$ cat src/rtl/ahb_split_pkg.sv
package ahb_split_pkg;

  typedef enum logic [1:0] {
    TR_IDLE   = 2'b00,
    TR_BUSY   = 2'b01,
    TR_NONSEQ = 2'b10,
    TR_SEQ    = 2'b11
  } trans_e;

  typedef enum logic [2:0] {
    BU_SINGLE = 3'b000,
    BU_INCR4  = 3'b011,
    BU_WRAP8  = 3'b100,
    BU_INCR8  = 3'b101
  } burst_e;

  typedef enum logic [1:0] {
    ST_IDLE  = 2'b00,
    ST_ADDR  = 2'b01,
    ST_LASTD = 2'b10
  } split_st_e;

  localparam logic [1:0] SZ_BYTE = 2'b00;
  localparam logic [1:0] SZ_HALF = 2'b01;
  localparam logic [1:0] SZ_WORD = 2'b10;

endpackage

$ cat src/rtl/ahb_split_planner.sv
module ahb_split_planner
  import ahb_split_pkg::*;
#(
  parameter int LW         = 8,
  parameter int BOUND_BITS = 10
) (
  input  logic [BOUND_BITS-3:0] word_idx,
  input  logic [LW-1:0]         rem,
  input  logic                  word_mode,
  input  logic                  fill,
  output burst_e                burst,
  output logic [3:0]            beats
);
  localparam int IW = BOUND_BITS - 2;

  // fits[0]: four-beat span stays inside the boundary, fits[1]: eight-beat span
  logic [1:0] fits;

  for (genvar g = 0; g < 2; g++) begin : g_span
    localparam int SPAN = 4 << g;
    logic [IW:0] last_idx;
    assign last_idx = {1'b0, word_idx} + (IW+1)'(SPAN - 1);
    assign fits[g]  = ~last_idx[IW];
  end

  always_comb begin
    burst = BU_SINGLE;
    beats = 4'd1;
    if (fill) begin
      burst = BU_WRAP8;
      beats = 4'd8;
    end else if (word_mode) begin
      if (rem >= LW'(8)) begin
        if (fits[1]) begin
          burst = BU_INCR8;
          beats = 4'd8;
        end
      end else if (rem >= LW'(4)) begin
        if (fits[0]) begin
          burst = BU_INCR4;
          beats = 4'd4;
        end
      end
    end
  end

endmodule

$ cat src/rtl/ahb_split_addr.sv
module ahb_split_addr #(
  parameter int AW        = 32,
  parameter int LINE_BITS = 5
) (
  input  logic [AW-1:0] addr,
  input  logic [1:0]    size,
  input  logic          wrap,
  output logic [AW-1:0] nxt
);
  localparam int WB = LINE_BITS - 2;

  logic [AW-1:0] inc_addr;
  logic [AW-1:0] wrap_addr;
  logic [WB-1:0] word_in_line;

  assign inc_addr     = addr + (AW'(1) << size);
  assign word_in_line = addr[LINE_BITS-1:2] + WB'(1);
  assign wrap_addr    = {addr[AW-1:LINE_BITS], word_in_line, 2'b00};
  assign nxt          = wrap ? wrap_addr : inc_addr;

endmodule

$ cat src/rtl/ahb_burst_splitter.sv
module ahb_burst_splitter
  import ahb_split_pkg::*;
#(
  parameter int AW         = 32,
  parameter int LW         = 8,
  parameter int BOUND_BITS = 10,
  parameter int LINE_BITS  = 5
) (
  input  logic          clk,
  input  logic          rst_n,
  input  logic          req_valid,
  output logic          req_ready,
  input  logic [AW-1:0] req_addr,
  input  logic [1:0]    req_size,
  input  logic          req_write,
  input  logic [LW-1:0] req_len,
  input  logic          req_fetch,
  input  logic          req_fill,
  input  logic          hready,
  output logic [1:0]    htrans,
  output logic [2:0]    hburst,
  output logic [2:0]    hsize,
  output logic [AW-1:0] haddr,
  output logic          hwrite,
  output logic          done
);
  localparam int LINE_WORDS = 1 << (LINE_BITS - 2);

  split_st_e     st_q, st_d;
  logic [AW-1:0] addr_q, addr_d;
  logic [LW-1:0] rem_q, rem_d;
  logic [3:0]    pkt_q, pkt_d;
  burst_e        burst_q, burst_d;
  logic [1:0]    size_q;
  logic          write_q, fill_q, first_q, first_d, done_q, done_d;
  logic          ld_en, adv_en;

  // request decode
  logic [1:0]    req_sz_eff;
  logic [AW-1:0] req_aligned;
  logic [LW-1:0] req_n;

  always_comb begin
    req_sz_eff = req_size;
    if (req_fetch || req_fill || req_size == 2'b11) req_sz_eff = SZ_WORD;
    case (req_sz_eff)
      SZ_HALF: req_aligned = {req_addr[AW-1:1], 1'b0};
      SZ_WORD: req_aligned = {req_addr[AW-1:2], 2'b00};
      default: req_aligned = req_addr;
    endcase
    if (req_fill)               req_n = LW'(LINE_WORDS);
    else if (req_len == '0)     req_n = LW'(1);
    else                        req_n = req_len;
  end

  // address stepping
  logic [AW-1:0] nxt_addr;
  ahb_split_addr #(.AW(AW), .LINE_BITS(LINE_BITS)) u_addr (
    .addr (addr_q),
    .size (size_q),
    .wrap (fill_q),
    .nxt  (nxt_addr)
  );

  // packet planning, for the request start or for the next packet
  logic [AW-1:0] plan_addr;
  logic [LW-1:0] plan_rem;
  logic          plan_word, plan_fill;
  burst_e        plan_burst;
  logic [3:0]    plan_beats;

  always_comb begin
    if (st_q == ST_IDLE) begin
      plan_addr = req_aligned;
      plan_rem  = req_n;
      plan_word = (req_sz_eff == SZ_WORD);
      plan_fill = req_fill;
    end else begin
      plan_addr = nxt_addr;
      plan_rem  = rem_q - LW'(1);
      plan_word = (size_q == SZ_WORD);
      plan_fill = fill_q;
    end
  end

  ahb_split_planner #(.LW(LW), .BOUND_BITS(BOUND_BITS)) u_plan (
    .word_idx  (plan_addr[BOUND_BITS-1:2]),
    .rem       (plan_rem),
    .word_mode (plan_word),
    .fill      (plan_fill),
    .burst     (plan_burst),
    .beats     (plan_beats)
  );

  // control next state
  always_comb begin
    st_d   = st_q;
    done_d = 1'b0;
    ld_en  = 1'b0;
    adv_en = 1'b0;
    case (st_q)
      ST_IDLE: begin
        if (req_valid) begin
          ld_en = 1'b1;
          st_d  = ST_ADDR;
        end
      end
      ST_ADDR: begin
        if (hready) begin
          adv_en = 1'b1;
          if (rem_q == LW'(1)) st_d = ST_LASTD;
        end
      end
      ST_LASTD: begin
        if (hready) begin
          st_d   = ST_IDLE;
          done_d = 1'b1;
        end
      end
      default: st_d = ST_IDLE;
    endcase
  end

  // datapath next state
  logic new_pkt;
  always_comb begin
    new_pkt = ld_en || (pkt_q == 4'd1);
    addr_d  = ld_en ? req_aligned : nxt_addr;
    rem_d   = ld_en ? req_n : (rem_q - LW'(1));
    pkt_d   = new_pkt ? plan_beats : (pkt_q - 4'd1);
    burst_d = new_pkt ? plan_burst : burst_q;
    first_d = new_pkt;
  end

  always_ff @(posedge clk or negedge rst_n) begin
    if (!rst_n) begin
      st_q    <= ST_IDLE;
      done_q  <= 1'b0;
      addr_q  <= '0;
      rem_q   <= '0;
      pkt_q   <= '0;
      burst_q <= BU_SINGLE;
      first_q <= 1'b0;
      size_q  <= SZ_BYTE;
      write_q <= 1'b0;
      fill_q  <= 1'b0;
    end else begin
      st_q   <= st_d;
      done_q <= done_d;
      if (ld_en || adv_en) begin
        addr_q  <= addr_d;
        rem_q   <= rem_d;
        pkt_q   <= pkt_d;
        burst_q <= burst_d;
        first_q <= first_d;
      end
      if (ld_en) begin
        size_q  <= req_sz_eff;
        write_q <= req_write;
        fill_q  <= req_fill;
      end
    end
  end

  assign req_ready = (st_q == ST_IDLE);
  assign htrans    = (st_q == ST_ADDR) ? (first_q ? TR_NONSEQ : TR_SEQ) : TR_IDLE;
  assign hburst    = burst_q;
  assign hsize     = {1'b0, size_q};
  assign haddr     = addr_q;
  assign hwrite    = write_q;
  assign done      = done_q;


  burst_legal_chk: assert property (@(posedge clk) disable iff (!rst_n)
    (htrans != TR_IDLE) |-> (hburst == BU_SINGLE || hburst == BU_INCR4 ||
                             hburst == BU_INCR8  || hburst == BU_WRAP8));


  incr_step_chk: assert property (@(posedge clk) disable iff (!rst_n)
    (htrans == TR_SEQ && hburst != BU_WRAP8 && $past(hready))
      |-> (haddr == $past(haddr) + AW'(4)));


  no_kb_cross_chk: assert property (@(posedge clk) disable iff (!rst_n)
    (htrans == TR_NONSEQ && hburst == BU_INCR8) |-> (haddr[BOUND_BITS-1:2] <= {(BOUND_BITS-2){1'b1}} - 7));


  word_align_chk: assert property (@(posedge clk) disable iff (!rst_n)
    (htrans != TR_IDLE && hsize == 3'b010) |-> (haddr[1:0] == 2'b00));


  half_align_chk: assert property (@(posedge clk) disable iff (!rst_n)
    (htrans != TR_IDLE && hsize == 3'b001) |-> (haddr[0] == 1'b0));


  wrap_line_chk: assert property (@(posedge clk) disable iff (!rst_n)
    (htrans == TR_SEQ && hburst == BU_WRAP8 && $past(hready))
      |-> (haddr[AW-1:LINE_BITS] == $past(haddr[AW-1:LINE_BITS])));


  stall_hold_chk: assert property (@(posedge clk) disable iff (!rst_n)
    (htrans != TR_IDLE && !hready)
      |=> ($stable(haddr) && $stable(htrans) && $stable(hburst) && $stable(hsize)));


  done_pulse_chk: assert property (@(posedge clk) disable iff (!rst_n)
    done |=> !done);

endmodule

$ cat config.mk
export PLATFORM = sky130hd
export DESIGN_NAME = ahb_burst_splitter
export DESIGN_NICKNAME = d
export VERILOG_FILES = /design/src/rtl/ahb_split_pkg.sv /design/src/rtl/ahb_split_planner.sv /design/src/rtl/ahb_split_addr.sv /design/src/rtl/ahb_burst_splitter.sv
export SDC_FILE = /design/constraint.sdc
export NUM_CORES = 1
export LEC_CHECK = 0
export BUFFER_PORTS_ARGS = -buffer_cell sky130_fd_sc_hd__buf_2
export CORE_ASPECT_RATIO = 0.5
export CORE_MARGIN = 2
export CORE_UTILIZATION = 54
export CTS_CLUSTER_SIZE = 12
export DETAILED_ROUTE_END_ITERATION = 7
export HOLD_SLACK_MARGIN = 0.08
export PLACE_DENSITY = 0.84
export SLEW_MARGIN = 0
export SYNTH_ARGS = -nofsm -noshare
export SYNTH_HDL_FRONTEND = slang
export SYNTH_SLANG_ARGS = --single-unit
$ cat constraint.sdc
create_clock -name clk -period 2.54 [get_ports clk]
set_input_delay 0.127 -clock clk [delete_from_list [all_inputs] [get_ports clk]]
set_output_delay 0.127 -clock clk [all_outputs]
set_load 0.01 [all_outputs]
======== Yosys cells after proc, flatten, opt, wreduce, memory -nomap -nowiden ========
Cells that the tools add are included.
storage, ports and cells
  bits in registers ....................... 55
  latch bits .............................. 0
  memory bits (writable) .................. 0
  bits in read-only memories .............. 0
  bits of input ports ..................... 49
  output and inout bits ................... 43
  word-level logic and storage cells ...... 75
  memories ................................ 0
operators by class
  add/sub/neg operators ................... 6
  $mul .................................... 0
  div/mod/pow operators ................... 0
  order comparisons ....................... 2
  eq/ne operators ......................... 12
  shift-type cells ........................ 1
  muxes and demuxes ....................... 36
  bitwise gates (word level) .............. 0
  reductions and logical operators ........ 8
operators by type and width
  cell                                                               count
  two-way mux 32 bit                                                 2
  adder 32 bit                                                       1
  two-way mux 8 bit                                                  4
  left shift 1 x 2 -> 32 bit, first input constant                   1
  two-way mux 4 bit                                                  6
  two-way mux 3 bit                                                  6
  two-way mux 2 bit                                                  7
  two-way mux 10 bit                                                 1
  adder 8 x 2 -> 9 bit, second input constant                        1
  adder 8 x 3 -> 9 bit, second input constant                        1
  equality test 2 bit, second input constant                         4
  equality test 8 x 1 -> 1 bit, second input constant                1
  greater-or-equal comparator 8 x 3 -> 1 bit, second input constant  1
  greater-or-equal comparator 8 x 4 -> 1 bit, second input constant  1
  logical NOT 8 bit                                                  1
  two-way mux 1 bit                                                  8
  != test 2 bit, second input constant                               4
  subtractor 8 x 1 -> 8 bit, second input constant                   1
  one-hot mux 2 bit (3 select lines)                                 1
  equality test 2 x 1 -> 1 bit, second input constant                2
  equality test 4 x 1 -> 1 bit, second input constant                1
  logical OR 1 bit                                                   4
  one-hot mux 2 bit (2 select lines)                                 1
  AND reduction 4 bit                                                1
  4 further kinds                                                    4

======== Longest topological paths before layout ========
  depth in word-level cells ............... 13
  depth in mapped cells ................... 9

======== By module ========
From an unflattened synthesis, not the netlist that was laid out.
unflattened totals
  cells, all modules ...................... 480
  area total of the unflattened synthesis .. 3,829.9 µm²
modules (own cells, without submodules)
  module              instances  cells each  area an instance (µm²)  seq. area each (µm²)
  ahb_burst_splitter  1          346         2,891.5                 1,376.3
  ahb_split_addr      1          111         767.0                   0.0
  ahb_split_planner   1          23          171.4                   0.0

======== Worst setup path after synthesis ========
Ideal clock, no wire load.
  path kind ............................... register to register
  start point ............................. register size_q[0]
  end point ............................... register burst_q[0], in the netlist hburst[0]
  setup time .............................. 0.122 ns
  data arrival time ....................... 2.193 ns
  slack ................................... 0.226 ns
  cell stages (with the launch flop) ...... 9
  path buffers ............................ 0
  period minus slack after synthesis ...... 2.314 ns
  cells stage by stage .................... dfrtp_1 and2_1 ha_1 a21oi_2 a31oi_1 xnor2_1 o31ai_2 o211ai_1 a32o_1
between the ends
  cells in the longest elaborated chain, start to end .. 10
  elaborated cells between the ends (all ways) .. 14
  those cells by class .................... 3 x add/sub; 1 x eq/ne; 1 x shift; 9 x mux
ends and longest elaborated chain
  what                        line                       RTL
  start, declared             ahb_burst_splitter.sv:34   logic [1:0] size_q;
  start signal, assigned      ahb_burst_splitter.sv:158  size_q <= req_sz_eff;
  left shift 1 x 2 -> 32 bit  ahb_split_addr.sv:16       assign inc_addr = addr + (AW'(1) << size);
  adder 32 bit                ahb_split_addr.sv:16
  two-way mux 32 bit          ahb_split_addr.sv:19       assign nxt = wrap ? wrap_addr : inc_addr;
  two-way mux 10 bit          ahb_burst_splitter.sv:73   if (st_q == ST_IDLE) begin
  adder 8 x 2 -> 9 bit        ahb_split_planner.sv:22    assign last_idx = {1'b0, word_idx} + (IW+1)'(SPAN - 1);
  two-way mux 2 bit           ahb_split_planner.sv:39    if (fits[0]) begin
  two-way mux 3 bit           ahb_split_planner.sv:38    end else if (rem >= LW'(4)) begin
  two-way mux 3 bit           ahb_split_planner.sv:33    if (rem >= LW'(8)) begin
  two-way mux 3 bit *         ahb_split_planner.sv:32    end else if (word_mode) begin
  two-way mux 3 bit *         ahb_split_planner.sv:29    if (fill) begin
  end signal, assigned        ahb_burst_splitter.sv:154  burst_q <= burst_d;
  end, declared               ahb_burst_splitter.sv:33   burst_e burst_q, burst_d;
Mark *: on every way between the ends. The rest lies on a longest branch, timed or not.
A chain may end at the register's enable or synchronous reset.

======== Worst setup path in the final report ========
Same ends and word-level chain as after synthesis.

==> flow_summary.ini <==
[die]
io_pins = 92
start_util_pct = 55.35
dieWidth_um = 120.5
die_h_um = 62.25
rows = 21
core_um2 = 6621
dieArea_um2 = 7501

[yosys]
yosysUniqueCellTypes = 71
synth_flop_cell = dfrtp_1
synth_nets = 488
synth-edff-count = 0
ys_ff_latch = 55
synth_cells = 427
yosysWarnings = 0
synth_area_per_cell_um2 = 8.583
ys_seq_area_share_pct = 37.56
synthArstFlopShare_pct = 100.0
syn_area_um2 = 3665

[pwr]
p_sw_uw = 2310
p_leak_uw = 0.002175
pwr-share-clk_pct = 17.2
powerDensity_nw_per_um2 = 1085
seqPwrFrac_pct = 33.4
peakVddDrop_v = 0.0004683
comb_power_share_pct = 49.4
swShare_pct = 44.18
p_int_uw = 2919
finalPower_uw = 5229

[cts]
worstSkewPairLatency_ps = 300
cts.sinks = 55
cts_root_buf = clkbuf_16
clock_path_buffers = 2
cts_tree = yes
htreeDepth = 2
cts.clk_slew.worst_paths_ps = 70
cts_made_buffers = 5

[setup_path]
worst_setup_path_end_kind = register
path_cells = nor2b_1 > ha_1 > a21oi_2 > o211a_1 > nor4b_4 > o31ai_2 > o211ai_1 > a32o_1
cp-start-kind = register
r2r_cells = 8
r2r-start = size_q[0]$_DFFE_PN0P_
critical_path_peak_fanout = 6
rr_endpoint = hburst[0]$_DFFE_PN0P_
rrSetupSlack_ps = 90
crit_type = register to register
cpPeakStageDelay_ps = 430
cp_data_arrival_time_ps = 2640
worstPathRequired_ps = 2730
slowest_stage = dfrtp_1

[worst_hold_path]
holdPathEnd = rem_q[7]$_DFFE_PN0P_
hold_class = input port to register
hold_start = req_len[7]
min_path_cells = 3

[run_status]
outcome = completed

[timing]
finalSetupViolations = 0
drv_slew = 0
final_hold_viol_count = 0
skew_ps = 6.861
fin_crit_sh_pct = 96.58
fin_setup_tns_ps = 0
worstMarginPinSlew_ps = 707.0
fin_crit_ps = 2453
clock.fmax_mhz = 407.6
slew_headroom_pct = 52.86
fin_hold_ws_ps = 76.73

[grt]
grt_pass1_vias = 3394
grt_usage_pct = 27.66
grt_max_degree = 56
grt_pass1_wl_mm = 16.62
grt-ovfl-total = 0
grt_antenna_before_repair = 1

[placed_design]
dp.cells = 602
gp_congestion = 0.9294
dp_hpwl_mm = 6.865
io_buffers = 90

[layout]
final_cells = 640
num-fill-cells = 503
multi_input_area_um2 = 2252
drive_above_1_share_pct = 25.78
layout.area.seq_um2 = 1378
nets = 607
syn_to_final_growth_pct = 31.48

[drt]
dr.pass1.iters = 5
drc = 0
via_per_inst = 5.964
wl_per_cell_um = 16.33
ant_nets = 0
wirelength_mm = 10.45
num_vias = 3817
drt-initial-drc-count = 217

[run]
cap_violations = 0
==> cells by family (layout without fill, tap and decap cells) <==
family                     after synthesis  in the layout  synth area share [%]
adders and majority gates               12             12                 4.302
AOI/OAI and AO/OA                      123            123                 22.23
muxes                                    3              3                0.8535
and+or+nand+nor                        185            185                 27.62
other                                    1              2                0.1023
buffers and inverters                   34            154                 3.994
xor gates and xnor gates                14             14                 3.346
DFF                                     55             55                 37.56
==> repair_timing <==
action / in CTS / in global routing
hold endpoints to repair: 81 / 0
setup endpoints to repair: 0 / 9
buffers inserted: 0 / 2
gates resized for setup: 0 / 21
hold buffers: 27 / 0
==> registers in the layout (all words and copies together) (netlist names) <==
name and flops:
st_q 2, first_q 1, rem_q 8, size_q 2, pkt_q 4, hburst 3, fill_q 1, haddr 32
hwrite 1, done 1
==> worst max path at each step <==
stage | endpoint | slack, ps | startpoint | cells past startpoint
floorplan | hburst[0]$_DFFE_PN0P_ | 230 | size_q[0]$_DFFE_PN0P_ | 8
global placement | hburst[0]$_DFFE_PN0P_ | 150 | size_q[0]$_DFFE_PN0P_ | 8
detailed placement | hburst[0]$_DFFE_PN0P_ | 40 | size_q[0]$_DFFE_PN0P_ | 8
CTS | pkt_q[2]$_DFFE_PN0P_ | 4 | size_q[1]$_DFFE_PN0P_ | 9
global route | hburst[0]$_DFFE_PN0P_ | -20 | size_q[0]$_DFFE_PN0P_ | 8
finish | hburst[0]$_DFFE_PN0P_ | 90 | size_q[0]$_DFFE_PN0P_ | 8
==> cell type report <==
type	instances	area share (%)
antenna	1	0.05193
clock buffer	5	2.597
clock inverter	3	1.402
inverter	16	1.246
multi-input combinational	338	46.74
sequential	55	28.59
tap	92	2.389
timing repair buffer	130	16.98
==> power groups by stage <==
stage	clock, uW	combinational, uW	sequential (uW)
4_1_cts	906	2370	1710
3_5_place_dp	0	2310	1720
6_report	899	2580	1750
3_3_place_gp	0	2260	1710
5_1_grt	954	2860	1800
2_1_floorplan	0	1560	1700
==> cell usage after synthesis, types with 7 or more instances <==
library cell | count | area (um^2)
nand2_1 | 58 | 217.7
o21ai_0 | 40 | 200.2
and3_1 | 10 | 62.56
a31oi_1 | 9 | 56.30
xor2_1 | 9 | 78.83
nor2_1 | 26 | 97.59
ha_1 | 11 | 137.6
a21oi_1 | 16 | 80.08
nand4_1 | 7 | 43.79
nor3_1 | 9 | 45.04
clkbuf_1 | 10 | 37.54
inv_1 | 15 | 56.30
nand3_1 | 20 | 100.1
o211ai_1 | 10 | 75.07
o21ai_1 | 7 | 35.03
dfrtp_1 | 55 | 1376
==> through the flow <==
step           util, %  area, um^2  worst slack [ps]
6_report         72.77        4818             86.85
3_3_place_gp     63.83        4227             150.8
4_1_cts          70.82        4690             3.738
3_5_place_dp     63.83        4227             39.45
5_1_grt          72.77        4818            -18.53
2_1_floorplan        -        3665             225.7
==> critical path, delay by kind of cell, from the launching register on <==
family	cells	cell delay [ps]
DFF	1	430
and+or+nand+nor	2	360
adders and majority gates	1	300
AOI/OAI and AO/OA	5	1270
==> cells in the final DEF, fill, tap and decap left out, drive strengths merged, types with 3 or more instances in the layout <==
cell and instances:
a211oi 3, a21oi 18, a221o 5, a22oi 6
a31oi 9, and2 7, and3 10, and4 3
buf 103, clkbuf 5, dfrtp 55, dlygate4sd3 27
ha 11, inv 16, nand2 58, nand2b 6
nand3 21, nand3b 6, nand4 8, nand4b 3
nor2 26, nor2b 3, nor3 10, nor4 6
o211ai 10, o21ai 47, o311ai 6, or3 5
xnor2 5, xor2 9
==> metal layers <==
metal / track usage, % / share of wire, % / wire (um) / up-vias
li1: - / - / - / 1820
met1: 38.33 / 45 / 4657 / 1832
met2: 46.33 / 48 / 4987 / 147
met3: 4.044 / 6.2 / 650 / 18
met4: 6.105 / 1.5 / 155 / 0
met5: 0 / 0 / 0 / -
(Power assumes the default switching activity.)
